### src/rtl/psq_pkg.sv
package psq_pkg;
  typedef enum logic [1:0] {
    ST_IDLE,
    ST_LEAD,
    ST_GAP,
    ST_RUN
  } psq_state_t;

  typedef enum logic [1:0] {
    ORD_NONE,
    ORD_A_FIRST,
    ORD_BC_FIRST
  } psq_order_t;

  localparam logic [1:0] SEL_GND  = 2'b00;
  localparam logic [1:0] SEL_PD   = 2'b01;
  localparam logic [1:0] SEL_OPEN = 2'b10;

  localparam int unsigned CH_A = 0;
  localparam int unsigned CH_B = 1;
  localparam int unsigned CH_C = 2;
  localparam int unsigned N_CH = 3;
endpackage

### src/rtl/psq_deglitch.sv
module psq_deglitch #(
  parameter int unsigned FILT_CYC    = 250,
  parameter int unsigned SYNC_STAGES = 2,
  parameter logic        RESET_VAL   = 1'b1
) (
  input  logic clk_i,
  input  logic rst_i,
  input  logic raw_i,
  output logic filt_o
);
  localparam int unsigned CW = $clog2(FILT_CYC + 1);

  logic [SYNC_STAGES-1:0] sync_q;
  logic [CW-1:0]          cnt_q;
  logic                   sync_last;

  assign sync_last = sync_q[SYNC_STAGES-1];

  always_ff @(posedge clk_i) begin
    if (rst_i) sync_q <= {SYNC_STAGES{RESET_VAL}};
    else       sync_q <= {sync_q[SYNC_STAGES-2:0], raw_i};
  end

  always_ff @(posedge clk_i) begin
    if (rst_i) begin
      filt_o <= RESET_VAL;
      cnt_q  <= '0;
    end else if (sync_last == filt_o) begin
      cnt_q <= '0;
    end else if (cnt_q == CW'(FILT_CYC - 1)) begin
      filt_o <= sync_last;
      cnt_q  <= '0;
    end else begin
      cnt_q <= cnt_q + 1'b1;
    end
  end

  // the filtered level only moves toward the synchronized input
  a_r2_change_needs_diff: assert property (@(posedge clk_i) disable iff (rst_i)
    !$stable(filt_o) |-> ($past(sync_last) == filt_o));
endmodule

### src/rtl/psq_order_dec.sv
module psq_order_dec
  import psq_pkg::*;
(
  input  logic [1:0] sel_i,
  input  logic       mode_i,
  output psq_order_t order_o
);
  always_comb begin
    order_o = ORD_NONE;
    unique case (sel_i)
      SEL_OPEN: order_o = ORD_A_FIRST;
      SEL_PD:   order_o = mode_i ? ORD_BC_FIRST : ORD_NONE;
      default:  order_o = ORD_NONE;
    endcase
  end
endmodule

### src/rtl/psq_hold_timer.sv
module psq_hold_timer #(
  parameter int unsigned HOLD_CYC = 15000000
) (
  input  logic clk_i,
  input  logic rst_i,
  input  logic go_i,
  input  logic start_i,
  output logic rel_o
);
  localparam int unsigned HW = $clog2(HOLD_CYC + 1);

  logic [HW-1:0] cnt_q;

  always_ff @(posedge clk_i) begin
    if (rst_i || !go_i) begin
      cnt_q <= '0;
      rel_o <= 1'b0;
    end else if (start_i) begin
      cnt_q <= '0;
    end else if (!rel_o) begin
      if (cnt_q == HW'(HOLD_CYC - 1)) rel_o <= 1'b1;
      else                            cnt_q <= cnt_q + 1'b1;
    end
  end

  // the release is only held while the start condition persists
  a_r8_rel_only_with_go: assert property (@(posedge clk_i) disable iff (rst_i)
    rel_o |-> $past(go_i));
endmodule

### src/rtl/pwrseq_ctrl.sv
module pwrseq_ctrl
  import psq_pkg::*;
#(
  parameter int unsigned FILT_CYC      = 250,
  parameter int unsigned CP_LEAD_CYC   = 500000,
  parameter int unsigned GROUP_GAP_CYC = 80000,
  parameter int unsigned RST_HOLD_CYC  = 15000000
) (
  input  logic        clk_i,
  input  logic        rst_i,
  input  logic        supply_ok_i,
  input  logic        rst_pin_i,
  input  logic [1:0]  sel_code_i,
  input  logic        par_mode_i,
  input  logic        sleep_n_i,
  input  logic [2:0]  reg_off_i,
  output logic        cp_en_o,
  output logic [2:0]  conv_en_o,
  output logic        rst_out_n_o,
  output logic        motor_en_o
);
  localparam int unsigned MAXD = (CP_LEAD_CYC > GROUP_GAP_CYC) ? CP_LEAD_CYC : GROUP_GAP_CYC;
  localparam int unsigned TW   = $clog2(MAXD + 1);

  logic             rst_filt, go, go_q, start;
  logic [1:0]       sel_cap;
  logic             mode_cap;
  psq_order_t       order;
  psq_state_t       state_q, state_nxt;
  logic [TW-1:0]    tmr_q, tmr_nxt;
  logic             grp1, grp2, a_on, bc_on;
  logic [N_CH-1:0]  ch_on, en_nxt;

  psq_deglitch #(.FILT_CYC(FILT_CYC), .SYNC_STAGES(2), .RESET_VAL(1'b1)) u_dg (
    .clk_i(clk_i), .rst_i(rst_i), .raw_i(rst_pin_i), .filt_o(rst_filt)
  );

  assign go    = supply_ok_i & ~rst_filt;
  assign start = go & ~go_q;

  always_ff @(posedge clk_i) begin
    if (rst_i) begin
      go_q     <= 1'b0;
      sel_cap  <= SEL_GND;
      mode_cap <= 1'b0;
    end else begin
      go_q <= go;
      if (start) begin
        sel_cap  <= sel_code_i;
        mode_cap <= par_mode_i;
      end
    end
  end

  psq_order_dec u_dec (.sel_i(sel_cap), .mode_i(mode_cap), .order_o(order));

  always_comb begin
    state_nxt = state_q;
    tmr_nxt   = tmr_q;
    if (!go) begin
      state_nxt = ST_IDLE;
      tmr_nxt   = '0;
    end else if (start) begin
      state_nxt = ST_LEAD;
      tmr_nxt   = '0;
    end else begin
      case (state_q)
        ST_LEAD:
          if (tmr_q == TW'(CP_LEAD_CYC - 1)) begin
            state_nxt = ST_GAP;
            tmr_nxt   = '0;
          end else tmr_nxt = tmr_q + 1'b1;
        ST_GAP:
          if (tmr_q == TW'(GROUP_GAP_CYC - 1)) begin
            state_nxt = ST_RUN;
            tmr_nxt   = '0;
          end else tmr_nxt = tmr_q + 1'b1;
        default: ;
      endcase
    end
  end

  assign grp1  = (state_nxt == ST_GAP) || (state_nxt == ST_RUN);
  assign grp2  = (state_nxt == ST_RUN);
  assign a_on  = ((order == ORD_A_FIRST) && grp1) || ((order == ORD_BC_FIRST) && grp2);
  assign bc_on = ((order == ORD_A_FIRST) && grp2) || ((order == ORD_BC_FIRST) && grp1);

  assign ch_on[CH_A] = a_on;
  assign ch_on[CH_B] = bc_on;
  assign ch_on[CH_C] = bc_on;

  for (genvar i = 0; i < N_CH; i++) begin : g_ch
    if (i == CH_C) begin : g_c
      assign en_nxt[i] = ch_on[i] & ~(reg_off_i[i] & ~mode_cap);
    end else begin : g_ab
      assign en_nxt[i] = ch_on[i] & ~reg_off_i[i];
    end
  end

  always_ff @(posedge clk_i) begin
    if (rst_i) begin
      state_q    <= ST_IDLE;
      tmr_q      <= '0;
      conv_en_o  <= '0;
      cp_en_o    <= 1'b0;
      motor_en_o <= 1'b0;
    end else begin
      state_q    <= state_nxt;
      tmr_q      <= tmr_nxt;
      conv_en_o  <= en_nxt;
      cp_en_o    <= (state_nxt != ST_IDLE) && (sleep_n_i || (|en_nxt));
      motor_en_o <= go & sleep_n_i;
    end
  end

  psq_hold_timer #(.HOLD_CYC(RST_HOLD_CYC)) u_hold (
    .clk_i(clk_i), .rst_i(rst_i), .go_i(go), .start_i(start), .rel_o(rst_out_n_o)
  );

  // losing the start condition clears every output on the next edge
  a_r9_all_off_without_go: assert property (@(posedge clk_i) disable iff (rst_i)
    !$past(go) |-> (conv_en_o == 3'b000) && !cp_en_o && !motor_en_o && !rst_out_n_o);
  // any running converter keeps the charge pump on
  a_r11_cp_covers_regs: assert property (@(posedge clk_i) disable iff (rst_i)
    (|conv_en_o) |-> cp_en_o);
  // the charge pump comes on before any converter
  a_r4_pump_leads: assert property (@(posedge clk_i) disable iff (rst_i)
    $rose(cp_en_o) |-> (conv_en_o == 3'b000));
  // B may only turn on while C is allowed on too, unless C is masked
  a_r7_b_with_c: assert property (@(posedge clk_i) disable iff (rst_i)
    (conv_en_o[CH_B] && !$past(reg_off_i[CH_C])) |-> conv_en_o[CH_C]);
endmodule

### config.mk
export PLATFORM = sky130hd
export DESIGN_NAME = pwrseq_ctrl
export DESIGN_NICKNAME = d
export VERILOG_FILES = /design/src/rtl/psq_pkg.sv /design/src/rtl/psq_deglitch.sv /design/src/rtl/psq_order_dec.sv /design/src/rtl/psq_hold_timer.sv /design/src/rtl/pwrseq_ctrl.sv
export SDC_FILE = /design/constraint.sdc
export NUM_CORES = 1
export LEC_CHECK = 0
export ABC_CLOCK_PERIOD_IN_PS = 4000
export BUFFER_PORTS_ARGS = -buffer_cell sky130_fd_sc_hd__buf_2
export CORE_UTILIZATION = 25
export CTS_CLUSTER_SIZE = 30
export DETAILED_ROUTE_END_ITERATION = 10
export GPL_TIMING_DRIVEN = 0
export PLACE_DENSITY = 0.42
export SKIP_CTS_REPAIR_TIMING = 1
export SYNTH_ARGS = -nofsm -noshare
export SYNTH_HDL_FRONTEND = slang
export SYNTH_SLANG_ARGS = --single-unit
### constraint.sdc
create_clock -name clk_i -period 4 [get_ports clk_i]
set_input_delay 0.4 -clock clk_i [delete_from_list [all_inputs] [get_ports clk_i]]
set_output_delay 0.4 -clock clk_i [all_outputs]
set_load 0.05 [all_outputs]
==> run summary <==
Gpl congestion: 0.719
Fin cells: 536
Async SR Flop Fraction: 0%
Clk root buf: clkbuf_16
Post-synthesis sequential area ratio: 43.1%
DR DRC count: 0
Layout cells sized above 1: 10.8%
Pleak: 1.19 nW
Nets: 405
DP Area: 3330 µm²
Core Region: 12,000 µm²
Synth Register Bits: 66
Worst-path clk slew: 0.06 ns
Vias in the first global route: 2,431
WP data required: 4.21 ns
Area Growth Syn to Fin: 19.7%
Initial DRC Count: 104
Synth area leader: dfxtp_1
Sum Neg Setup Slack: 0 ns
Cell variety after synth: 45
CP Capture Type: flip-flop
Largest net degree at the start of global routing: 12
Cells after DPL: 520
Worst r2r src: state_q[0]
Cell Chain, Critical Path: inv_1 > ha_1 > or4b_2 > nor4_1 > o21ai_0 > nand2_1 > buf_2 > nor2_1
DP HPWL: 4.70 mm
Wirelength per Cell: 12.0 µm
Routed via count: 2,554
CTS tree: built
Routed vias/inst: 4.76
Max-Cap Viols: 0
RSZ-0062 raised after global routing: no
Cell Pwr Density: 422 nW/µm²
Post-synth EDFFs: 0
Starting Density: 25.6%
Cell area after layout: 3670 µm²
Status: finished, final reports clean
Die H: 113 µm
IO Port Bufs: 16
Final Hold Viols: 0
Max incr delay on CP: 0.60 ns
Max transition margin: 19.9%
Die W: 113 µm
Final worst path period share: 67.1%
Ant diodes: 0
Tmin final: 2.69 ns
Pre-Repair DR Iteration Count: 4
Worst setup SP type: flip-flop
Final setup vio count: 0
Slowest CP cell: or4b_2
Site row count: 40
CP startpoint: state_q[0]
Number of buffers created by CTS: 9
Worst hold start: reg_off_i[1]
Syn avg cell area: 8.58 µm²
Fmax achieved: 372 MHz
H-tree depth: 3
Bufs on Longest Clock Path: 2
Syn Std Cell Area: 3060 µm²
Dpl ws: 1.32 ns
Net Count, Synth: 378
WS Path Type: reg -> reg
Max Clock Skew: 0.00727 ns
Syn Inst Count: 357
Max Slew Vio Count: 0
Wire length of the first global-routing pass: 11.4 mm
Io pins: 17
Worst Tran Pin Value: 1.18 ns
Crit path max fanout: 10
Hold WC Path Type: in -> reg
CP Data Arrival Time: 2.90 ns
Clock sink total: 66
Dominant cells by area after synthesis: dfxtp_1, nor2_1, xor2_1, xnor2_1, ha_1
Die area: 12,700 µm²
Final WS setup: 1.31 ns
Clock Latency Late Sink: 0.33 ns
Main synth FF type: dfxtp_1
Routed WL: 6.44 mm
Yosys warns: 0
IR drop worst, VDD: 0.209 mV
Gr usage total: 11.2%
Grt ovf: 0
Synth top area share: 43.1%
Post-route ant nets: 0
Initial antenna violation count: 0
## state kept, by name, indices dropped and copies added (netlist names)
signal        cells
motor_en_o        1
conv_en_o         3
cp_en_o           1
u_hold.cnt_q     24
state_q           2
u_dg.sync_q       2
u_dg.cnt_q        8
go_q              1
sel_cap           2
u_dg.filt_o       1
tmr_q            19
u_hold.rel_o      1
mode_cap          1
## final cells by class
class                      instances  area [µm²]
buffer                             8        40.0
clock buffer                      12         267
clock inverter                     4        72.6
fill                            1266        8290
inverter                          15        56.3
multi-input combinational        268        1650
sequential                        66        1320
tap                              147         184
timing repair buffer              16        80.1
## cells in the final DEF, fill, tap and decap left out, drive strengths merged, types with 3 or more instances in the layout
| cell type | instances |
|---|---|
| a21oi | 19 |
| and2 | 4 |
| and3 | 5 |
| and4 | 3 |
| buf | 19 |
| clkbuf | 17 |
| dfxtp | 66 |
| ha | 10 |
| inv | 15 |
| nand2 | 21 |
| nand3 | 19 |
| nand3b | 3 |
| nand4 | 11 |
| nor2 | 58 |
| nor3 | 12 |
| nor4 | 4 |
| o2111ai | 3 |
| o21ai | 14 |
| o31ai | 5 |
| or3 | 9 |
| or4 | 5 |
| or4b | 3 |
| xnor2 | 15 |
| xor2 | 21 |
## through the flow
| step | power, mW | utilization (%) | hold slack (ns) |
|---|---|---|---|
| after CTS | 1.57 | 30.7 | 0.238 |
| final | 1.55 | 30.7 | 0.249 |
| after floorplan | 0.676 | - | 0.389 |
| after detailed placement | 0.684 | 27.8 | 0.398 |
| after global routing | 1.59 | 30.7 | 0.244 |
| after global placement | 0.684 | 27.8 | 0.392 |
## cells in the mapped netlist (2+ instances only)
cell / n
nand3_1: 19
a211oi_1: 2
a211o_1: 2
nand4_1: 11
nand4b_1: 2
o21ai_0: 14
or3_1: 9
or4_1: 5
or2_2: 2
and4_1: 3
nand2_1: 21
a21oi_1: 19
o2111ai_1: 3
ha_1: 10
inv_1: 15
clkbuf_1: 5
nor4_1: 4
nor2b_1: 2
buf_2: 2
nor2_1: 58
xnor2_1: 15
and2_1: 4
xor2_1: 21
dfxtp_1: 66
o31ai_1: 4
nand3b_1: 3
or4b_2: 3
and3_1: 5
nor3_1: 12
## cell families after synthesis
group,synth area share (%)
AND/OR/NAND/NOR,28.3
flip-flops,43.1
AO/OA/AOI/OAI,10.7
XOR/XNOR,10.3
buffers and inverters,3.14
adder cells (fa/ha/maj),4.08
multiplexers,0.327
## power breakdown
part	leakage, nW	internal, mW	total, mW	switching (mW)
registers	0.532	0.659	0.660	0.000656
logic	0.495	0.00526	0.0100	0.00475
clock network	0.165	0.595	0.877	0.282
total	1.19	1.26	1.55	0.288
## path summary, 6_finish.rpt
check | endpoint | slack [ns] | cells past startpoint
max reg2reg | tmr_q[13] | 1.31 | 8
min | conv_en_o[1] | 0.25 | 2
min reg2reg | u_dg.sync_q[1] | 0.41 | 1
max | tmr_q[13] | 1.31 | 8
## worst max-delay path: cells and delay by family, from the launching register on
kind	cells	cell delay, ns
AND/OR/NAND/NOR	4	1.49
buffers and inverters	2	0.36
flip-flops	1	0.33
adder cells (fa/ha/maj)	1	0.20
AO/OA/AOI/OAI	1	0.19
## per-layer routing
metal  global-route usage, %  vias to the layer above  part of all wire, %
li1                        -                     1320                    -
met1                    15.2                     1182                   51
met2                    16.7                       43                   44
met3                    2.09                        9                  3.6
met4                    6.40                        0                  1.7
met5                       0                        -                    0
Note: power is estimated with default switching activity, not from simulation.
